$ cat src/rtl/conv_mac_pkg.sv
package conv_mac_pkg;

    typedef enum logic {
        ST_IDLE = 1'b0,
        ST_RUN  = 1'b1
    } run_e;

    // Signed width that holds nfm*kmax products of two dw-bit operands
    function automatic int acc_bits(input int dw, input int nfm, input int kmax);
        return 2 * dw + $clog2(nfm) + $clog2(kmax);
    endfunction

endpackage

$ cat src/rtl/conv_wt_bank.sv
module conv_wt_bank #(
    parameter int DW    = 8,
    parameter int NFM   = 2,
    parameter int NLANE = 2,
    parameter int KMAX  = 9,
    parameter int LW    = 1,
    parameter int XW    = 4
) (
    input  logic                          clk,
    input  logic                          rst_n,
    input  logic                          we_i,
    input  logic [LW-1:0]                 lane_i,
    input  logic [XW-1:0]                 tap_i,
    input  logic [NFM*DW-1:0]             data_i,
    output logic [NLANE*KMAX*NFM*DW-1:0]  w_all_o
);
    localparam int BEAT = NFM * DW;

    logic [NLANE*KMAX*BEAT-1:0] w_d, w_q;

    always_comb begin
        w_d = w_q;
        if (we_i && (int'(lane_i) < NLANE) && (int'(tap_i) < KMAX)) begin
            w_d[(int'(lane_i) * KMAX + int'(tap_i)) * BEAT +: BEAT] = data_i;
        end
    end

    always_ff @(posedge clk) begin
        if (!rst_n) w_q <= '0;
        else        w_q <= w_d;
    end

    assign w_all_o = w_q;
endmodule

$ cat src/rtl/conv_lane_sum.sv
module conv_lane_sum #(
    parameter int DW  = 8,
    parameter int NFM = 2,
    parameter int PW  = 17
) (
    input  logic [NFM*DW-1:0]   x_i,
    input  logic [NFM*DW-1:0]   w_i,
    output logic signed [PW-1:0] psum_o
);
    logic signed [2*DW-1:0] prod [NFM];

    always_comb begin
        psum_o = '0;
        for (int f = 0; f < NFM; f++) begin
            prod[f] = $signed(x_i[f*DW +: DW]) * $signed(w_i[f*DW +: DW]);
            psum_o  = psum_o + PW'(prod[f]);
        end
    end
endmodule

$ cat src/rtl/conv_mac_engine.sv
module conv_mac_engine
    import conv_mac_pkg::*;
#(
    parameter int DW    = 8,
    parameter int NFM   = 2,
    parameter int NLANE = 2,
    parameter int KMAX  = 9,
    parameter int TW    = $clog2(KMAX + 1),
    parameter int LW    = (NLANE > 1) ? $clog2(NLANE) : 1,
    parameter int XW    = (KMAX > 1) ? $clog2(KMAX) : 1,
    parameter int AW    = acc_bits(DW, NFM, KMAX)
) (
    input  logic                     clk,
    input  logic                     rst_n,
    input  logic [TW-1:0]            cfg_taps,
    input  logic                     wt_valid,
    output logic                     wt_ready,
    input  logic [LW-1:0]            wt_lane,
    input  logic [XW-1:0]            wt_tap,
    input  logic [NFM*DW-1:0]        wt_data,
    input  logic                     in_valid,
    output logic                     in_ready,
    input  logic [KMAX*NFM*DW-1:0]   in_data,
    output logic                     out_valid,
    input  logic                     out_ready,
    output logic [NLANE*AW-1:0]      out_data
);
    localparam int BEAT = NFM * DW;
    localparam int PW   = 2 * DW + $clog2(NFM);

    typedef struct packed {
        run_e                     run;
        logic [TW-1:0]            tap;
        logic [KMAX*BEAT-1:0]     win;
        logic [NLANE*AW-1:0]      acc;
        logic                     ovld;
        logic [NLANE*AW-1:0]      odata;
    } state_t;

    state_t s_d, s_q;

    logic [TW-1:0]               teff;
    logic                        stall, adv, last;
    logic [BEAT-1:0]             x_tap;
    logic [NLANE*KMAX*BEAT-1:0]  w_all;
    logic signed [PW-1:0]        psum [NLANE];
    logic signed [AW-1:0]        base [NLANE];
    logic signed [AW-1:0]        nacc [NLANE];

    conv_wt_bank #(
        .DW(DW), .NFM(NFM), .NLANE(NLANE), .KMAX(KMAX), .LW(LW), .XW(XW)
    ) u_wbank (
        .clk     (clk),
        .rst_n   (rst_n),
        .we_i    (wt_valid && wt_ready),
        .lane_i  (wt_lane),
        .tap_i   (wt_tap),
        .data_i  (wt_data),
        .w_all_o (w_all)
    );

    assign x_tap = s_q.win[int'(s_q.tap) * BEAT +: BEAT];

    for (genvar l = 0; l < NLANE; l++) begin : g_lane
        conv_lane_sum #(.DW(DW), .NFM(NFM), .PW(PW)) u_sum (
            .x_i    (x_tap),
            .w_i    (w_all[(l * KMAX + int'(s_q.tap)) * BEAT +: BEAT]),
            .psum_o (psum[l])
        );
    end

    always_comb begin
        teff  = ((cfg_taps == '0) || (cfg_taps > TW'(KMAX))) ? TW'(KMAX) : cfg_taps;
        stall = s_q.ovld && !out_ready;
        adv   = (s_q.run == ST_RUN) && !stall;
        last  = adv && (s_q.tap == teff - TW'(1));

        s_d = s_q;
        if (s_q.ovld && out_ready) s_d.ovld = 1'b0;

        for (int l = 0; l < NLANE; l++) begin
            base[l] = (s_q.tap == '0) ? '0 : $signed(s_q.acc[l*AW +: AW]);
            nacc[l] = base[l] + AW'(psum[l]);
        end

        if (adv) begin
            for (int l = 0; l < NLANE; l++) s_d.acc[l*AW +: AW] = nacc[l];
            s_d.tap = s_q.tap + TW'(1);
            if (last) begin
                for (int l = 0; l < NLANE; l++) s_d.odata[l*AW +: AW] = nacc[l];
                s_d.ovld = 1'b1;
                s_d.tap  = '0;
                s_d.run  = ST_IDLE;
            end
        end

        if (in_valid && in_ready) begin
            s_d.win = in_data;
            s_d.tap = '0;
            s_d.run = ST_RUN;
        end
    end

    always_ff @(posedge clk) begin
        if (!rst_n) s_q <= '0;
        else        s_q <= s_d;
    end

    assign in_ready  = (s_q.run == ST_IDLE) || last;
    assign wt_ready  = (s_q.run == ST_IDLE);
    assign out_valid = s_q.ovld;
    assign out_data  = s_q.odata;
endmodule

$ cat config.mk
export PLATFORM = sky130hd
export DESIGN_NAME = conv_mac_engine
export DESIGN_NICKNAME = d
export VERILOG_FILES = /design/src/rtl/conv_mac_pkg.sv /design/src/rtl/conv_wt_bank.sv /design/src/rtl/conv_lane_sum.sv /design/src/rtl/conv_mac_engine.sv
export SDC_FILE = /design/constraint.sdc
export NUM_CORES = 2
export LEC_CHECK = 0
export BUFFER_PORTS_ARGS = -buffer_cell sky130_fd_sc_hd__buf_2
export CAP_MARGIN = 20
export CORE_AREA = 8 8 364 278
export CTS_BUF_LIST = sky130_fd_sc_hd__clkbuf_4 sky130_fd_sc_hd__clkbuf_8
export CTS_CLUSTER_DIAMETER = 150
export CTS_CLUSTER_SIZE = 40
export DETAILED_ROUTE_END_ITERATION = 12
export DIE_AREA = 0 0 372 286
export GPL_ROUTABILITY_DRIVEN = 0
export HOLD_SLACK_MARGIN = 0.03
export PLACE_DENSITY = 0.6
export RECOVER_POWER = 25
export SYNTH_ARGS = -nofsm -noshare
export SYNTH_HDL_FRONTEND = slang
export SYNTH_SLANG_ARGS = --single-unit
$ cat constraint.sdc
create_clock -name clk -period 7.01 [get_ports clk]
set_input_delay 1.402 -clock clk [delete_from_list [all_inputs] [get_ports clk]]
set_output_delay 1.402 -clock clk [all_outputs]
set_load 0.03 [all_outputs]
* Word-level counts from Yosys, hierarchy flattened
Index checks and enable logic that the tools add are counted.
Widths: inputs -> output; s select.
** Word-level totals
- Bits in registers :: 522
- Input port bits :: 174
- Output and inout bits :: 45
- Logic and storage cells :: 59
** Cells by class
- $add $sub $neg :: 9
- Multipliers :: 5
- $lt $le $gt $ge :: 2
- Equal/unequal tests :: 1
- Shift operators :: 5
- Muxes and demuxes :: 10
- Bitwise logic cells :: 2
- Reduce and logical (&&, ||, !) cells :: 18
** Operators with widths (number)
- $bwmux 288 :: 1
- $shift 16x33->288 const A :: 1
- $shiftx 16x33->288 :: 1
- $shiftx 288x10->16 :: 1
- $shiftx 288x9->16 :: 1
- $mux 149 :: 1
- $shiftx 144x9->16 :: 1
- $mux 43 :: 2
- $mul 8x8->16 :: 4
- $add 21x17->21 :: 2
- $mux 21 :: 2
- $add 16x16->17 :: 2
- $neg 32->33 :: 1
- $add 28x5->28 :: 1
- $mux 5 :: 2
- $logic_not 4->1 :: 2
- $logic_and 1x1->1 :: 7
- $add 4x4->5 const A :: 1
- $mul 1x4->5 const B :: 1
- $add 4x1->4 const B :: 1
- $eq 4x4->1 :: 1
- $gt 4x4->1 const B :: 1
- $lt 4x4->1 const B :: 1
- $mux 4 :: 1
- 8 further kinds :: 13

* Logic depth before layout (Yosys ltp)
- Depth in word-level cells :: 10
- Mapped depth :: 31
- Mapped depth without buffers :: 27

* By module
A second synthesis with hierarchy kept.
** Second synthesis, totals
- Cell total of the unflattened synthesis :: 4112
- Area, all modules :: 37385.9 µm²
** Modules (own cells, without submodules)
- conv_mac_engine :: times used 1, cells an instance 1728, area an instance 15293.4 µm², seq. area each 4684.5 µm²
- conv_wt_bank :: times used 1, cells an instance 1195, area an instance 11146.9 µm², seq. area each 5765.5 µm²
- conv_lane_sum at g_lane[0].u_sum :: times used 1, cells an instance 602, area an instance 5497.8 µm², seq. area each 0.0 µm²
- conv_lane_sum at g_lane[1].u_sum :: times used 1, cells an instance 587, area an instance 5447.7 µm², seq. area each 0.0 µm²

* Least setup slack after synthesis
OpenSTA, ideal clock, no wires.
- Path type :: register to register
- From :: register s_q[229] (netlist bit)
- To :: register s_q[81] (netlist bit)
- Setup time :: 0.122 ns
- Arrival :: 7.428 ns
- Data required time :: 6.888 ns
- Path slack :: -0.540 ns
- Cell stages (with the launch flop) :: 26
- Buffers on the path :: 3
- Clock period less this slack :: 7.550 ns
- Cells stage by stage :: dfxtp_1 buf_4 buf_4 buf_2 mux4_2 mux2i_1 nor2_1 a21oi_1 nor2_1 inv_1 fa_1 fa_1 inv_1 fa_1 fa_1 fa_1 inv_1 fa_1 inv_1 ha_1 or3_1 a211oi_1 o21ai_0 a221oi_1 nor4_1 a311o_1
** On the way
- Word-level cells in the longest chain between the ends :: 5
- Elaborated cells between the ends (all ways) :: 9
- Those cells by class :: 3 x add/sub; 2 x mul; 2 x shift; 1 x mux; 1 x reduce/logical
** Ends and longest elaborated chain
- from (decl) :: RTL line conv_mac_engine.sv:40 : state_t s_d, s_q;
- from (signal assigned) :: RTL line conv_mac_engine.sv:105 : if (!rst_n) s_q <= '0;
- from (signal assigned) :: RTL line conv_mac_engine.sv:106 : else s_q <= s_d;
- $add 4x4->5 :: RTL line conv_mac_engine.sv:67 : .w_i (w_all[(l * KMAX + int'(s_q.tap)) * BEAT +: BEAT]),
- $shiftx 288x10->16 :: RTL line conv_mac_engine.sv:67
- $mul 8x8->16 :: RTL line conv_lane_sum.sv:15 : prod[f] = $signed(x_i[f*DW +: DW]) * $signed(w_i[f*DW +: DW]);
- $add 16x16->17 :: RTL line conv_lane_sum.sv:16 : psum_o = psum_o + PW'(prod[f]);
- $add 21x17->21 (*) :: RTL line conv_mac_engine.sv:83 : nacc[l] = base[l] + AW'(psum[l]);
Mark *: on every way between the ends. The rest lies on a longest branch, timed or not.
A chain may end at the register's enable or synchronous reset.

* Final worst setup path
- From :: register s_q[229] (netlist bit)
- To :: register s_q (netlist bit out_data[11])
** On the way
- Word-level cells in the longest chain between the ends :: 4
- Elaborated cells between the ends (all ways) :: 11
- Those cells by class :: 2 x add/sub; 2 x mul; 1 x eq/ne; 2 x shift; 1 x mux; 3 x reduce/logical
** Ends and longest elaborated chain (RTL line)
- $shiftx 288x9->16 or $shiftx 144x9->16 (tied branches) :: conv_mac_engine.sv:67, conv_mac_engine.sv:62
- $mul 8x8->16 :: conv_lane_sum.sv:15
- $add 16x16->17 :: conv_lane_sum.sv:16
- $add 21x17->21 :: conv_mac_engine.sv:83
Parallel ways exist; a longest one is shown, timed or not.

==> metrics <==
status=complete, but fails checks; violated checks=setup timing; worst slew pin tran=1.19 ns; Hold Path Sink=s_q[45]; top_reg_cell synth=dfxtp_1; reg-to-reg startpoint=s_q[229]; Syn Area/Cell=8.88 µm²; Peak VDD IR=129 µV; sequential share of the synthesized area=0.277; Worst-Skew Late Latency=0.73 ns; reg-to-reg slack, setup=-0.008 ns; Rel. slew slack=0.204; R2R cell count=28; First-pass DRT Iterations=6; Clock transition at path regs=0.25 ns; worst setup margin=-0.00843 ns; Post-Route WL=118 mm; Starting Density=0.395; Pins Over Slew Limit=0; post-DP HPWL=87.8 mm; Worst Skew=0.0960 ns; DIE WIDTH=372 µm; DP Cell Count=5,763; CORE AREA=0.0958 mm²; CP top delay family=adder cells; Routed wire per std cell=20.2 µm; Die H=286 µm; WP data arrival=7.65 ns; H-tree level count=1; largest net degree at the start of global routing=174; Ys Warns=0; largest area contributor in the netlist=dfxtp_1; first-pass GRT wire length=183 mm; CTS hold repair buffers=0; ratio of cells with drive above 1 in the final layout=0.197; fin nets=5,269; Area growth syn-to-layout=15.0%; Post-Place Worst Slack=-0.246 ns; Clock Path Buffers=3; worst flop-to-flop path endpoint=out_data[11]; Cells after Synth=4,254; detailed-route via count=31,000; min Tclk post-route=7.02 ns; Setup crit start kind=flop; period utilisation layout=1.00; CTS tree=yes; Worst EP required=7.64 ns; synth unique cells=66; CP max stage cell=fa_1; syn_nets=4,967; antenna violations before repair=5; top cells by area, synth=dfxtp_1 (28%), fa_1 (19%), mux4_2 (7.2%); Static Leakage=0.0187 µW; post-route ant nets=0; root buffer cell=clkbuf_8; Max Clk Rate=142 MHz; crit-path max FO=8; FP Rows=99; Worst path max stage delay=0.55 ns; post-synthesis cell area=0.0378 mm²; Setup violations, final=1; Synth top area share=0.277; post-layout util=0.454; HP Class=flop to flop; power consumption=5350 µW; Crit path top cell by count=fa_1; CTS buffer count=19; number of synthesized flops with an enable pin=0; CP bufs+invs=11; RSZ-0062 raised after global routing=yes; gr ovfl total=0; vias in the first global route=30,800; Max-Cap Viols=0; Residual DRC=0; port bufs=218; hold path startpoint=s_q[45]; flops & latches, synth=522; hold path depth=2; IO Pins=219; final hold viol count=0; Post-DP Area=0.0421 mm²; Critical Path Sink Type=flop; power per cell area=123 mW/mm²; WS Path Type=flop to flop; DR vias/cell=5.32; ys async rst share=0; die area=0.106 mm²; Num Clock Sinks=522; Final Cell Area=0.0434 mm²; GRT Resource Usage Total=0.218; Cell Count, Final, Fillers Out=5,825; initial DRC count=3,045
[repair_timing]
action / 4_1_cts / 5_1_grt
endpoints found under the hold margin: 0 / 0
setup buffers: 13 / 14
pin swaps: 11 / 30
gates cloned: 1 / 2
setup endpoints to repair: 36 / 52
gates resized for setup: 56 / 111
[cell type report]
type	instances	area [µm²]
antenna	3	7.51
clock buffer	20	269
clock inverter	5	115
fill	9373	52300
inverter	494	1870
multi-input combinational	2937	24700
sequential	522	10500
tap	1262	1580
timing repair buffer	582	4460
[placed cells by master, fill, tap and decap left out, types with 17 or more instances in the layout]
cell type    n
a21oi_1    441
a21oi_2     24
and2_1      52
and3_1      27
buf_12      41
buf_2      175
buf_4      297
clkbuf_1    43
clkbuf_8    19
dfxtp_1    518
fa_1       342
ha_1       177
inv_1      488
mux2_2      17
mux2i_1    113
mux4_2     121
nand2_1    694
nand2b_1    26
nand3_1    220
nand4_1     21
nor2_1     305
nor2b_1     18
o21ai_0     22
o21ai_1     20
or2_2       23
xnor2_1     27
xor2_1      21
[Yosys cell counts (all sizes together), types with 2 or more instances]
master   number
nor3b         3
nand3       223
nor3         10
o21a          8
o2111ai       2
o21bai        7
or3           6
mux4        121
nand4        24
nand2b       29
xnor3         3
a31o          2
and2         57
nor2        321
clkbuf      164
fa          354
o311ai        2
o211ai       12
o21ai        56
buf         137
xor2         23
mux2         17
and4          3
a21o         13
o31ai         2
or2          24
inv         494
nor4         13
ha          185
a21oi       468
and3         27
xnor2        31
nor2b        18
mux2i       125
a211oi       24
a31oi         6
nand2       700
o221ai        3
or3b          2
a22oi         4
dfxtp       522
[per-stage QoR]
stage               hold WS (ns)   TNS, ns
floorplan                  0.428   -0.0960
global placement           0.435     -2.07
detailed placement         0.443     -4.15
CTS                        0.461   -0.0793
global route               0.483     -6.06
finish                     0.458  -0.00843
[where the power goes]
group	total (µW)	switching (µW)	internal, µW	leakage [µW]
clock	1320	1030	290	0.000187
combinational	961	619	341	0.0143
sequential	3070	36.8	3030	0.00423
total	5350	1690	3670	0.0187
[cells by family after synthesis]
group | share of synthesized area
buffers and inverters | 0.0875
and+or+nand+nor | 0.173
xor gates and xnor gates | 0.0147
DFF | 0.277
AOI/OAI and AO/OA | 0.0895
adders and majority gates | 0.249
muxes | 0.110
[flip-flops by register name, indices dropped and copies added, names as in the netlist]
register,flops
out_data,42
out_valid,1
s_q,191
u_wbank.w_all_o,288
[how the worst max path moves through the flow]
stage	startpoint	end	slack [ns]	depth (start not counted)
6_report	s_q[229]	out_data[11]	-0.008	28
3_5_place_dp	s_q[229]	out_data[41]	-0.25	26
4_1_cts	s_q[229]	out_data[11]	-0.03	27
2_1_floorplan	s_q[229]	s_q[81]	-0.06	27
3_3_place_gp	s_q[229]	s_q[84]	-0.16	26
5_1_grt	s_q[229]	out_data[33]	-0.29	27
[worst register-to-register path: cells and delay by family (launching register included)]
family	cells	cell delay (ns)
DFF	1	0.49
adders and majority gates	7	3.24
and+or+nand+nor	2	0.17
muxes	2	0.69
AOI/OAI and AO/OA	5	0.79
buffers and inverters	11	1.33
xor gates and xnor gates	1	0.23
[per-layer routing]
metal	track usage	part of all wire
met5	0	0.00023
met4	0.0469	0.024
met3	0.0429	0.085
met2	0.337	0.45
met1	0.314	0.45
Power figures use the tool's default switching activity.
